<file path="src/rtl/mem_copy_dma.sv">
module mem_copy_dma #(
  parameter int CNT_W     = 16,
  parameter int BURST_LEN = 4
) (
  input  logic        clk,
  input  logic        rst_n,
  input  logic        reg_wr,
  input  logic [2:0]  reg_idx,
  input  logic [31:0] reg_wdata,
  output logic [31:0] reg_rdata,
  output logic        mem_req,
  output logic        mem_we,
  output logic [31:0] mem_addr,
  output logic [31:0] mem_wdata,
  input  logic        mem_ack,
  input  logic [31:0] mem_rdata,
  input  logic        mem_err,
  output logic        irq
);
  localparam int IDX_W = (BURST_LEN > 1) ? $clog2(BURST_LEN) : 1;
  localparam int PAD_W = 32 - CNT_W;
  localparam logic [IDX_W-1:0] LAST_IDX = IDX_W'(BURST_LEN - 1);

  typedef enum logic [1:0] {S_IDLE, S_RD, S_WR} state_t;
  state_t st;

  logic en_q, ddir_q, sdir_q, sfix_q, sien_q, bme_q, dm_q, tc_q, err_q;
  logic [1:0] mode_q, tws_q;
  logic [31:0] base_src, base_dst, cur_src, cur_dst;
  logic [CNT_W-1:0] base_cnt, cur_cnt;
  logic [31:0] data_q [BURST_LEN];
  logic [IDX_W-1:0] idx;

  function automatic logic [31:0] step(input logic [31:0] a, input logic down);
    return down ? a - 32'd4 : a + 32'd4;
  endfunction

  logic ctrl_wr, start, en_eff, last_beat, bad_width, misalign;
  assign ctrl_wr   = reg_wr && reg_idx == 3'd0;
  assign start     = ctrl_wr && reg_wdata[0] && reg_wdata[16] && st == S_IDLE;
  assign en_eff    = ctrl_wr ? reg_wdata[0] : en_q;
  assign last_beat = bme_q ? (idx == LAST_IDX) : 1'b1;
  assign bad_width = reg_wdata[13:12] != 2'b10;
  assign misalign  = reg_wdata[9] ? ((|base_src[3:0]) || (|base_dst[3:0]))
                                  : ((|base_src[1:0]) || (|base_dst[1:0]));

  always_ff @(posedge clk or negedge rst_n) begin
    if (!rst_n) begin
      st <= S_IDLE;
      {en_q, ddir_q, sdir_q, sfix_q, sien_q, bme_q, dm_q, tc_q, err_q} <= '0;
      mode_q <= '0; tws_q <= '0;
      base_src <= '0; base_dst <= '0; base_cnt <= '0;
      cur_src <= '0; cur_dst <= '0; cur_cnt <= '0;
      idx <= '0;
      for (int i = 0; i < BURST_LEN; i++) data_q[i] <= '0;
    end else begin
      if (reg_wr) begin
        case (reg_idx)
          3'd0: begin
            en_q   <= reg_wdata[0];
            mode_q <= reg_wdata[3:2];
            ddir_q <= reg_wdata[4];
            sdir_q <= reg_wdata[5];
            sfix_q <= reg_wdata[7];
            sien_q <= reg_wdata[8];
            bme_q  <= reg_wdata[9];
            tws_q  <= reg_wdata[13:12];
            dm_q   <= reg_wdata[15];
            if (reg_wdata[18]) tc_q <= 1'b0;
            if (reg_wdata[20]) err_q <= 1'b0;
          end
          3'd1: base_src <= reg_wdata;
          3'd2: base_dst <= reg_wdata;
          3'd3: base_cnt <= reg_wdata[CNT_W-1:0];
          default: ;
        endcase
      end
      if (start) begin
        tc_q <= 1'b0;
        err_q <= 1'b0;
        cur_src <= base_src;
        cur_dst <= base_dst;
        cur_cnt <= base_cnt;
        idx <= '0;
        if (bad_width || misalign) err_q <= 1'b1;
        else if (base_cnt == '0) tc_q <= 1'b1;
        else st <= S_RD;
      end
      case (st)
        S_RD: if (mem_ack) begin
          if (mem_err) begin
            err_q <= 1'b1;
            st <= S_IDLE;
          end else begin
            data_q[idx] <= mem_rdata;
            if (!sfix_q) cur_src <= step(cur_src, sdir_q);
            if (!en_eff) st <= S_IDLE;
            else if (last_beat) begin
              idx <= '0;
              st <= S_WR;
            end else idx <= idx + 1'b1;
          end
        end
        S_WR: if (mem_ack) begin
          if (mem_err) begin
            err_q <= 1'b1;
            st <= S_IDLE;
          end else begin
            cur_dst <= step(cur_dst, ddir_q);
            if (last_beat) begin
              idx <= '0;
              cur_cnt <= cur_cnt - 1'b1;
              if (cur_cnt == CNT_W'(1)) begin
                tc_q <= 1'b1;
                st <= S_IDLE;
              end else if (!en_eff) st <= S_IDLE;
              else st <= S_RD;
            end else begin
              idx <= idx + 1'b1;
              if (!en_eff) st <= S_IDLE;
            end
          end
        end
        default: ;
      endcase
    end
  end

  logic [31:0] ctrl_word;
  assign ctrl_word = {11'b0, err_q, 1'b0, tc_q, 2'b0, dm_q, 1'b0, tws_q, 2'b0,
                      bme_q, sien_q, sfix_q, 1'b0, sdir_q, ddir_q, mode_q, 1'b0, en_q};

  always_comb begin
    case (reg_idx)
      3'd0: reg_rdata = ctrl_word;
      3'd1: reg_rdata = base_src;
      3'd2: reg_rdata = base_dst;
      3'd3: reg_rdata = {{PAD_W{1'b0}}, base_cnt};
      3'd4: reg_rdata = cur_src;
      3'd5: reg_rdata = cur_dst;
      3'd6: reg_rdata = {{PAD_W{1'b0}}, cur_cnt};
      default: reg_rdata = '0;
    endcase
  end

  assign mem_req   = st != S_IDLE;
  assign mem_we    = st == S_WR;
  assign mem_addr  = (st == S_WR) ? cur_dst : cur_src;
  assign mem_wdata = data_q[idx];
  assign irq       = sien_q && tc_q;

  p_req_hold_r4: assert property (@(posedge clk) disable iff (!rst_n)
    mem_req && !mem_ack |=> mem_req && $stable(mem_addr) && $stable(mem_we) && $stable(mem_wdata));

  p_tc_cause_r8: assert property (@(posedge clk) disable iff (!rst_n)
    $rose(tc_q) |-> $past(mem_ack && mem_we) || $past(reg_wr));

  p_err_quiet_r9: assert property (@(posedge clk) disable iff (!rst_n)
    err_q |-> !mem_req);

  p_fault_halt_r10: assert property (@(posedge clk) disable iff (!rst_n)
    mem_req && mem_ack && mem_err |=> !mem_req && err_q);

  p_req_needs_en_r11: assert property (@(posedge clk) disable iff (!rst_n)
    $rose(mem_req) |-> en_q);
endmodule

</file>
<file path="config.mk">
export PLATFORM = sky130hd
export DESIGN_NAME = mem_copy_dma
export DESIGN_NICKNAME = d
export VERILOG_FILES = /design/src/rtl/mem_copy_dma.sv
export SDC_FILE = /design/constraint.sdc
export NUM_CORES = 1
export LEC_CHECK = 0
export BUFFER_PORTS_ARGS = -buffer_cell sky130_fd_sc_hd__buf_2
export CELL_PAD_IN_SITES_DETAIL_PLACEMENT = 1
export CELL_PAD_IN_SITES_GLOBAL_PLACEMENT = 2
export CORE_MARGIN = 2
export CORE_UTILIZATION = 43
export CTS_CLUSTER_DIAMETER = 100
export CTS_CLUSTER_SIZE = 16
export DETAILED_ROUTE_END_ITERATION = 10
export MAX_ROUTING_LAYER = met4
export PLACE_DENSITY = 0.87
export SLEW_MARGIN = 20
export SYNTH_ARGS = -nofsm -noshare
export SYNTH_HDL_FRONTEND = slang
export SYNTH_SLANG_ARGS = --single-unit
</file>
<file path="constraint.sdc">
create_clock -name clk -period 7.3 [get_ports clk]
set_input_delay 1.46 -clock clk [delete_from_list [all_inputs] [get_ports clk]]
set_output_delay 1.46 -clock clk [all_outputs]
set_load 0.005 [all_outputs]
</file>
==> results of run 1 <==
==> cell families (layout without fill, tap and decap cells) <==
| family | after synthesis | after routing | share of synthesized area, % |
|---|---|---|---|
| flip-flops | 305 | 305 | 43.1 |
| XOR/XNOR | 47 | 47 | 2.32 |
| other | 0 | 7 | 0 |
| AND/OR/NAND/NOR | 420 | 420 | 10.6 |
| buffers and inverters | 118 | 250 | 2.61 |
| multiplexers | 333 | 333 | 23.6 |
| adder cells (fa/ha/maj) | 67 | 67 | 4.82 |
| AO/OA/AOI/OAI | 347 | 347 | 13.0 |
==> per-stage QoR <==
stage	worst slack, ns	total power [mW]	util [%]	hold slack (ns)
detailed placement	2.36	5.26	46.9	0.490
global route	2.18	6.90	48.5	0.515
CTS	2.35	6.51	48.4	0.506
global placement	2.37	5.16	46.9	0.481
floorplan	2.84	4.31	-	0.461
finish	2.31	6.48	48.5	0.499
==> power groups by stage <==
stage	clock network [mW]	registers, mW	logic (mW)
floorplan	0	2.30	2.01
global placement	0	2.51	2.65
detailed placement	0	2.53	2.73
CTS	1.25	2.50	2.76
global route	1.30	2.56	3.05
finish	1.22	2.51	2.75
==> path summary, 6_finish.rpt <==
kind	startpoint	endpoint	slack, ns	cells past startpoint
max in group asynchronous	rst_n	base_dst[20]$_DFFE_PN0P_	5.29	2
min in group asynchronous	rst_n	data_q[123]$_DFFE_PN0P_	0.76	1
worst max register to register	sdir_q$_DFFE_PN0N_	cur_src[31]$_DFF_PN0_	3.63	11
worst min register to register	data_q[17]$_DFFE_PN0P_	data_q[17]$_DFFE_PN0P_	0.50	1
worst max-delay path	reg_idx[2]	reg_rdata[10]	2.31	7
worst min-delay path	data_q[17]$_DFFE_PN0P_	data_q[17]$_DFFE_PN0P_	0.50	1
==> per-layer routing <==
layer	routed length (um)	track usage [%]	vias to the layer above
li1	-	-	6272
met1	24100	35.4	7216
met2	27800	45.1	299
met3	3320	4.76	76
met4	1420	6.69	0
met5	0	-	-
==> worst max-delay path, delay by kind of cell <==
kind | cells | cell delay, ns
simple gates | 1 | 0.53
buf+inv | 3 | 1.08
compound gates | 3 | 0.42
==> synthesized netlist by cell type, types with 31 or more instances <==
cell	n
nor2_1	94
a21oi_1	86
nand2_1	193
mux2_2	272
nand3_1	31
ha_1	65
mux4_2	40
clkbuf_1	54
dfrtp_1	305
a21o_1	36
xnor2_1	33
a31oi_1	46
o21ai_0	62
==> cell type report <==
class                   instances  area, um^2
clock buffers                  27         591
well taps                     532         666
diodes                          7        17.5
flip-flops and latches        305        7630
clock inverters                 2        36.3
inverters                      27         101
repair buffers                194        1070
fillers                      4417       21000
multi-input cells            1214        9650
==> flip-flops by register name, indices dropped and copies added (netlist names), 2 cells and up <==
register and flops:
base_src 32, st 2, cur_src 32, data_q 128, idx 2, base_cnt 16, base_dst 32, mode_q 2
cur_dst 32, tws_q 2, cur_cnt 16
==> cells in the final DEF (no fill, tap or decap), drive strengths merged, types with 5 or more instances in the layout <==
cell,count
and2,9
xor2,14
nand2b,10
o211ai,7
nand2,193
nor3,18
o21bai,8
nor2,94
mux2i,20
nor4,7
mux2,273
diode,7
mux4,40
a22oi,23
dfrtp,305
a32oi,6
ha,65
nor2b,12
buf,194
and3,22
a21o,37
o21ai,68
a22o,6
clkbuf,27
a31oi,47
nand4,8
a21oi,90
nand3,31
inv,28
xnor2,33
a211oi,14
and4,5
==> run metrics, run 1 <==
Synth warnings=0; Flop pwr share=between 30% and 40%; detailed placer's ending HPWL=about 40 mm; crit-path max cell delay=approximately 0.53 ns; endpoints failing hold=0; status=completed; 1st-pass router iterations=5; synthesized area=about 18000 um^2; Final Instance Area=slightly below 20000 um^2; starting DRC count in detailed routing=a little under 700; postcts setup bufs=0; max-slew violation count=0; total negative slack=0 ns; Sw Share=between 30% and 40%; Cell Chain, Critical Path=buf_2, buf_4, nor2b_1, a22o_1, a22oi_1, o21ai_0, buf_2; Num CTS Buffers=23; async set or reset register ratio after synthesis=100%; Slew @ Worst Pin=~1.1 ns; vias per cell=between 6 and 7; initial antenna violation count=6; Max rail drop VDD=approximately 0.21 mV; routed len/inst=~25 um; internal power=approximately 3.9 mW; gr usage total=between 20% and 30%; Synthesized Nets=between 1500 and 2000; Placed Cells=around 2300; full die area=roughly 43000 um^2; clock sinks=a little over 300; final count of negative-setup-slack endpoints=0; CP max stage cell=nor2b_1; critical path class=input port to primary output; Routed Antenna Nets=0; Final GP Congestion=slightly below 0.9; WP data arrival=between 3 and 4 ns; Yosys top cell area share=a little over two fifths; Residual DRC=0; share of layout cells above drive strength 1=between 30% and 40%; largest net degree at the start of global routing=about 170; starting density of the core=~43%; Layout Skew=approximately 0.021 ns; Worst Setup End Kind=primary output; Final period util=between 60 and 70%; Worst Hold Class=register to register; placed cell areas=around 19000 um^2; max-cap violations=0; Die X=around 210 um; Mean Syn Cell Area=about 11 um^2; Post-Synthesis Cells=1637; I/O pin total=approximately 170; first-pass GRT wire length=about 88 mm; Finished Layout Cells=between 2000 and 2500; Pwr Density=328 nW/um^2; CTS Root Cell=clkbuf_16; Relative slew margins=roughly a quarter; Layout Nets=approximately 1900; Longest Clk Path Bufs=3; GRT overflow=0; sequential fraction of the synthesis area=between 40 and 50%; Unique masters post-synth=74; CP max FO=35; total number of vias=between 10000 and 15000; area delta synth->final=11.5%; fmax=approximately 200 MHz; most frequent CP cell=buf_2; vias in the first global route=between 10000 and 15000; Synth Flop Type=dfrtp_1; CTS tree=yes; Reg clk slew, reported paths=0.07 ns; crit path time final=between 4 and 5 ns; Post-CTS Hold Buffers=0; number of enable flip-flop cells after synthesis=0; clk_lat worst skew=approximately 0.57 ns; Die Y=207 um; synth top area cells=dfrtp_1, mux2_2, mux4_2; clock share of power=a little under a fifth; NetSw=about 2.6 mW; CTS resizes=0; H-tree depth=1; Comb power frac=42.5%; Synth Register Bits=between 300 and 400; Core ar.=approximately 41000 um^2; P_leak=between 9 and 10 nW; RSZ-0062 raised after global routing=false; CP Launch Type=input port; WP data required=between 5 and 6 ns; I/O Buffers=170; Yosys top cell by area=dfrtp_1; row count=74; drt total wl=~57 mm
(Power assumes the default switching activity.)
==> run 2: changes to the inputs <==
CORE_UTILIZATION = 36   (was 43)
PLACE_DENSITY = 0.78   (was 0.87)
clock period = 4.48 ns   (was 7.3 ns; I/O delays follow)
==> run 2 against run 1 <==
  * Clock skew down 0.0032 ns
  * Core utilization fell by 7.4 points
  * Die area is 19% higher
  * Hold slack worse by 0.20 ns
  * Non-clock buffer count increased by 11
==> run metrics, run 2 (same netlist as run 1, synthesis figures left out) <==
fmax=between 200 and 300 MHz; RSZ-0062 raised after global routing=false; drt total wl=between 50 and 60 mm; commonest non-fill, non-tap cells in the layout=dfrtp_1, mux2_2, nand2_1; P_leak=~9.4 nW; Final period util=between 80% and 90%; Worst Hold Class=input port to async pin; Die Y=226 um; GRT overflow=0; critical path class=input port to primary output; endpoints failing hold=0; Relative slew margins=between 20% and 30%; full die area=between 50000 and 60000 um^2; vias in the first global route=approximately 15000; CTS tree=yes; max reg flops=approximately 130; total number of vias=13674; I/O Buffers=170; Routed Antenna Nets=0; total negative slack=0 ns; WP data arrival=2.77 ns; Final GP Congestion=around 0.88; CTS Root Cell=clkbuf_16; placed cell areas=between 15000 and 20000 um^2; most common cell after layout, fill and taps aside=dfrtp_1; CP max FO=27; CTS resizes=0; Num CTS Buffers=23; Core Util, Final=41.1%; detailed placer's ending HPWL=about 41 mm; WP data required=3.58 ns; Layout Skew=roughly 0.018 ns; initial antenna violation count=6; Cell Chain, Critical Path=buf_2, nor2b_1, buf_4, nor2b_2, buf_4, nand2_1, o21ai_0, buf_2; crit path time final=between 3 and 4 ns; routed len/inst=23.5 um; Layout Nets=roughly 1900; row count=just over 80; Longest Clk Path Bufs=3; Residual DRC=0; postcts setup bufs=0; Slew @ Worst Pin=roughly 1.1 ns; clk_lat worst skew=about 0.55 ns; Worst Setup End Kind=primary output; Reg clk slew, reported paths=approximately 0.07 ns; share of layout cells above drive strength 1=about 32%; CP delay by family, top=buffers and inverters; final count of negative-setup-slack endpoints=0; CP Launch Type=input port; 1st-pass router iterations=5; H-tree depth=1; area delta synth->final=13.1%; starting DRC count in detailed routing=674; largest net degree at the start of global routing=between 70 and 80; Die X=roughly 230 um; Worst Hold Slack=just under 0.3 ns; first-pass GRT wire length=89.0 mm; Final Instance Area=20000 um^2; clock sinks=just over 300; Post-CTS Hold Buffers=0; gr usage total=between 20% and 30%; vias per cell=5.58; Biggest register=data_q; crit-path max cell delay=a little over 0.5 ns; Pwr Density=~520 nW/um^2; Max rail drop VDD=around 0.33 mV; max-slew violation count=0; max-cap violations=0; I/O pin total=171; status=completed; Core ar.=slightly below 50000 um^2; starting density of the core=36.3%; Buf/Inv on CP=4; CP max stage cell=buf_2
[run 2: power breakdown]
group / internal [mW] / switching (mW)
registers: 3.31 / 0.798
clock network: 0.921 / 1.01
logic: 2.10 / 2.37
[run 2: cell type report]
class / count / area [um^2]
fillers: 5353 / 28700
multi-input cells: 1214 / 9650
flip-flops and latches: 305 / 7630
repair buffers: 205 / 1200
well taps: 664 / 831
clock buffers: 24 / 579
inverters: 27 / 101
clock inverters: 2 / 20.0
diodes: 8 / 20.0
[run 2: worst register-to-register path: stages (launching register included)]
cell and delay, ns:
dfrtp_1 0.86, buf_4 0.37, ha_1 0.33, and3_1 0.24, a221o_1 0.31, a21oi_1 0.18
nor2b_1 0.09, a311oi_1 0.37, o31ai_1 0.19, a21oi_1 0.29, nor2_1 0.08, a211oi_1 0.17
[run 2: through the flow]
stage / setup WS [ns] / instances / total power [mW]
finish: 0.809 / 2449 / 10.5
global route: 0.631 / 2447 / 11.3
CTS: 0.806 / 2441 / 10.6
detailed placement: 0.815 / 2415 / 8.59
global placement: 0.838 / 2415 / 8.47
floorplan: 1.15 / 1637 / 7.03
[run 2: path summary, 6_finish.rpt]
path | start | end | slack, ns | depth (start not counted)
hold reg to reg | data_q[28]$_DFFE_PN0P_ | data_q[28]$_DFFE_PN0P_ | 0.50 | 1
setup reg to reg | ddir_q$_DFFE_PN0N_ | cur_dst[30]$_DFF_PN0_ | 0.94 | 11
setup / recovery | reg_idx[1] | reg_rdata[16] | 0.81 | 8
hold / removal | rst_n | data_q[79]$_DFFE_PN0P_ | 0.30 | 1
max in group asynchronous | rst_n | cur_src[10]$_DFF_PN0_ | 3.13 | 2
min in group clk | data_q[28]$_DFFE_PN0P_ | data_q[28]$_DFFE_PN0P_ | 0.50 | 1
[run 2: metal layers]
layer / wire length (um) / up-vias / GRT usage, % / part of all wire, %
met3: 2900 / 64 / 4.12 / 5.0
li1: - / 6287 / - / -
met5: 0 / - / - / 0
met1: 25900 / 7053 / 30.5 / 45
met2: 27500 / 270 / 37.9 / 48
met4: 1280 / 0 / 5.77 / 2.2
==> run 3: changes to the inputs <==
clock period = 3.2 ns   (was 4.48 ns; I/O delays follow)
==> run 3 against run 2 <==
  * Combinational power up 45%
  * First-iteration DRC count increased by 15%
  * Global-route usage about the same
  * Core utilization up 0.45 points
  * Clock power rose by 42%
  * Sequential share of layout area decreased by 0.41 points
  * Largest power group unchanged
  * Clock skew increased by 0.0048 ns
  * Non-clock buffer count up 14
  * Final cell count rose by 0.53%
  * Highest routed layer unchanged
  * Hold slack got worse by 0.22 ns
==> run metrics, run 3 (same netlist as run 1, synthesis figures left out) <==
endpoints failing hold=0; Core ar.=just under 50000 um^2; critical path class=register to register; clock share of power=18.4%; full die area=around 51000 um^2; total negative slack=0 ns; CP max stage cell=fa_1; Reg clk slew, reported paths=0.08 ns; Longest Clk Path Bufs=3; most frequent CP cell=a21o_1; WP data arrival=3.40 ns; Final period util=a little over 90%; Die Y=between 200 and 250 um; pre-CTS WS=approximately 0.24 ns; most common cell after layout, fill and taps aside=dfrtp_1; vias in the first global route=between 10000 and 15000; Num CTS Buffers=23; FILL cells=approximately 5400; WP data required=between 3 and 4 ns; final worst slack=between 0.2 and 0.25 ns; commonest non-fill, non-tap cells in the layout=dfrtp_1, mux2_2, nand2_1; first-pass GRT wire length=89.7 mm; internal power=8.95 mW; Max rail drop VDD=0.388 mV; Cell Chain, Critical Path=buf_4, fa_1, a21o_1, nand4_1, a21oi_1, o21ai_1, a21boi_2, a31o_4, a21o_1, a211o_1, a41o_1; CTS tree=yes; Routed Antenna Nets=0; Worst Setup End Kind=register; Post-CTS Hold Buffers=0; I/O Buffers=170; total number of vias=13776; Flop pwr share=between 30% and 40%; Sw Share=~40%; fmax=338 MHz; status=completed; NetSw=just under 6 mW; clock sinks=just over 300; RSZ-0062 raised after global routing=false; Layout Nets=just under 2000; row count=just over 80; Worst Hold Class=input port to async pin; final count of negative-setup-slack endpoints=0; vias per cell=about 5.6; Comb power frac=between 40% and 50%; Die X=about 230 um; crit path time final=about 3.0 ns; Residual DRC=0; worst reg2reg path depth=11; 1st-pass router iterations=4; largest net degree at the start of global routing=between 80 and 90; starting DRC count in detailed routing=~800; CP max FO=6; drt total wl=approximately 57 mm; clk_lat worst skew=about 0.56 ns; Final GP Congestion=between 0.8 and 0.9; Slew @ Worst Pin=0.626 ns; starting density of the core=around 36%; gr usage total=between 20% and 30%; crit-path max cell delay=0.47 ns; R2R setup slack=~0.24 ns; CP Launch Type=register; I/O pin total=around 170; max-slew violation count=0; Relative slew margins=between 50% and 60%; GRT overflow=0; max reg flops=~130; Pwr Density=735 nW/um^2; detailed placer's ending HPWL=~42 mm; initial antenna violation count=5; routed len/inst=around 23 um; max-cap violations=0; H-tree depth=1; area delta synth->final=14.3%; P_leak=between 9 and 10 nW; CTS Root Cell=clkbuf_16; share of layout cells above drive strength 1=roughly a third; Biggest register=data_q; Layout Skew=0.0226 ns
==> run 3: cell count changes in the layout (fill, tap and decap cells not counted), moves of 2 or more <==
cell / before / now
diode_2: 8 / 5
buf_4: 29 / 36
buf_12: 6 / 13
inv_6: 0 / 2
==> run 3: path summary, 6_finish.rpt <==
check | start | to
min | rst_n | data_q[109]$_DFFE_PN0P_
max | sdir_q$_DFFE_PN0N_ | cur_src[26]$_DFF_PN0_
min reg2reg | data_q[81]$_DFFE_PN0P_ | data_q[81]$_DFFE_PN0P_
min in group clk | reg_wdata[28] | base_src[28]$_DFFE_PN0P_
max in group asynchronous | rst_n | base_src[8]$_DFFE_PN0P_
max reg2reg | sdir_q$_DFFE_PN0N_ | cur_src[26]$_DFF_PN0_
==> run 3: routing by layer <==
layer  share of wire, %  global-route usage [%]
met1                 46                    31.6
met2                 47                    36.9
met3                5.1                    3.70
met4                2.3                    5.58
met5                  0                       -
==> run 3: through the flow <==
step | instances | cell area, um^2 | total power [mW] | hold slack, ns | utilization (%)
global route | 2462 | 20200 | 15.9 | 0.0990 | 41.5
detailed placement | 2429 | 19600 | 12.1 | 0.490 | 40.2
global placement | 2429 | 19600 | 12.0 | 0.481 | 40.2
CTS | 2457 | 20200 | 15.0 | 0.0797 | 41.5
finish | 2462 | 20200 | 14.9 | 0.0755 | 41.5
floorplan | 1637 | 17700 | 9.84 | 0.344 | -
==> run 3: cell type report <==
type | instances | area (um^2) | area share [%]
inverters | 27 | 101 | 0.500
flip-flops and latches | 305 | 7630 | 37.7
clock buffers | 25 | 593 | 2.93
well taps | 664 | 831 | 4.10
repair buffers | 219 | 1390 | 6.87
clock inverters | 3 | 25.0 | 0.124
multi-input cells | 1214 | 9660 | 47.7
diodes | 5 | 12.5 | 0.0618
==> run 3: worst max-delay path: cells and delay by family (launching register included) <==
kind / cells / cell delay, ns
buf+inv: 1 / 0.18
fa+ha+maj: 1 / 0.47
simple gates: 1 / 0.12
compound gates: 8 / 1.67
flops: 1 / 0.42
==> run 3: power by group through the flow <==
| stage | Clock (mW) | Combinational [mW] | Sequential, mW |
|---|---|---|---|
| 4_1_cts | 2.86 | 6.48 | 5.65 |
| 5_1_grt | 2.99 | 7.17 | 5.78 |
| 3_5_place_dp | 0 | 6.42 | 5.72 |
| 3_3_place_gp | 0 | 6.31 | 5.69 |
| 6_report | 2.75 | 6.47 | 5.67 |
| 2_1_floorplan | 0 | 4.58 | 5.26 |
==> run 3: timing repair <==
item / CTS / global route
buffers inserted: 0 / 0
resized for setup: 0 / 2
endpoints found under the setup margin: 0 / 2
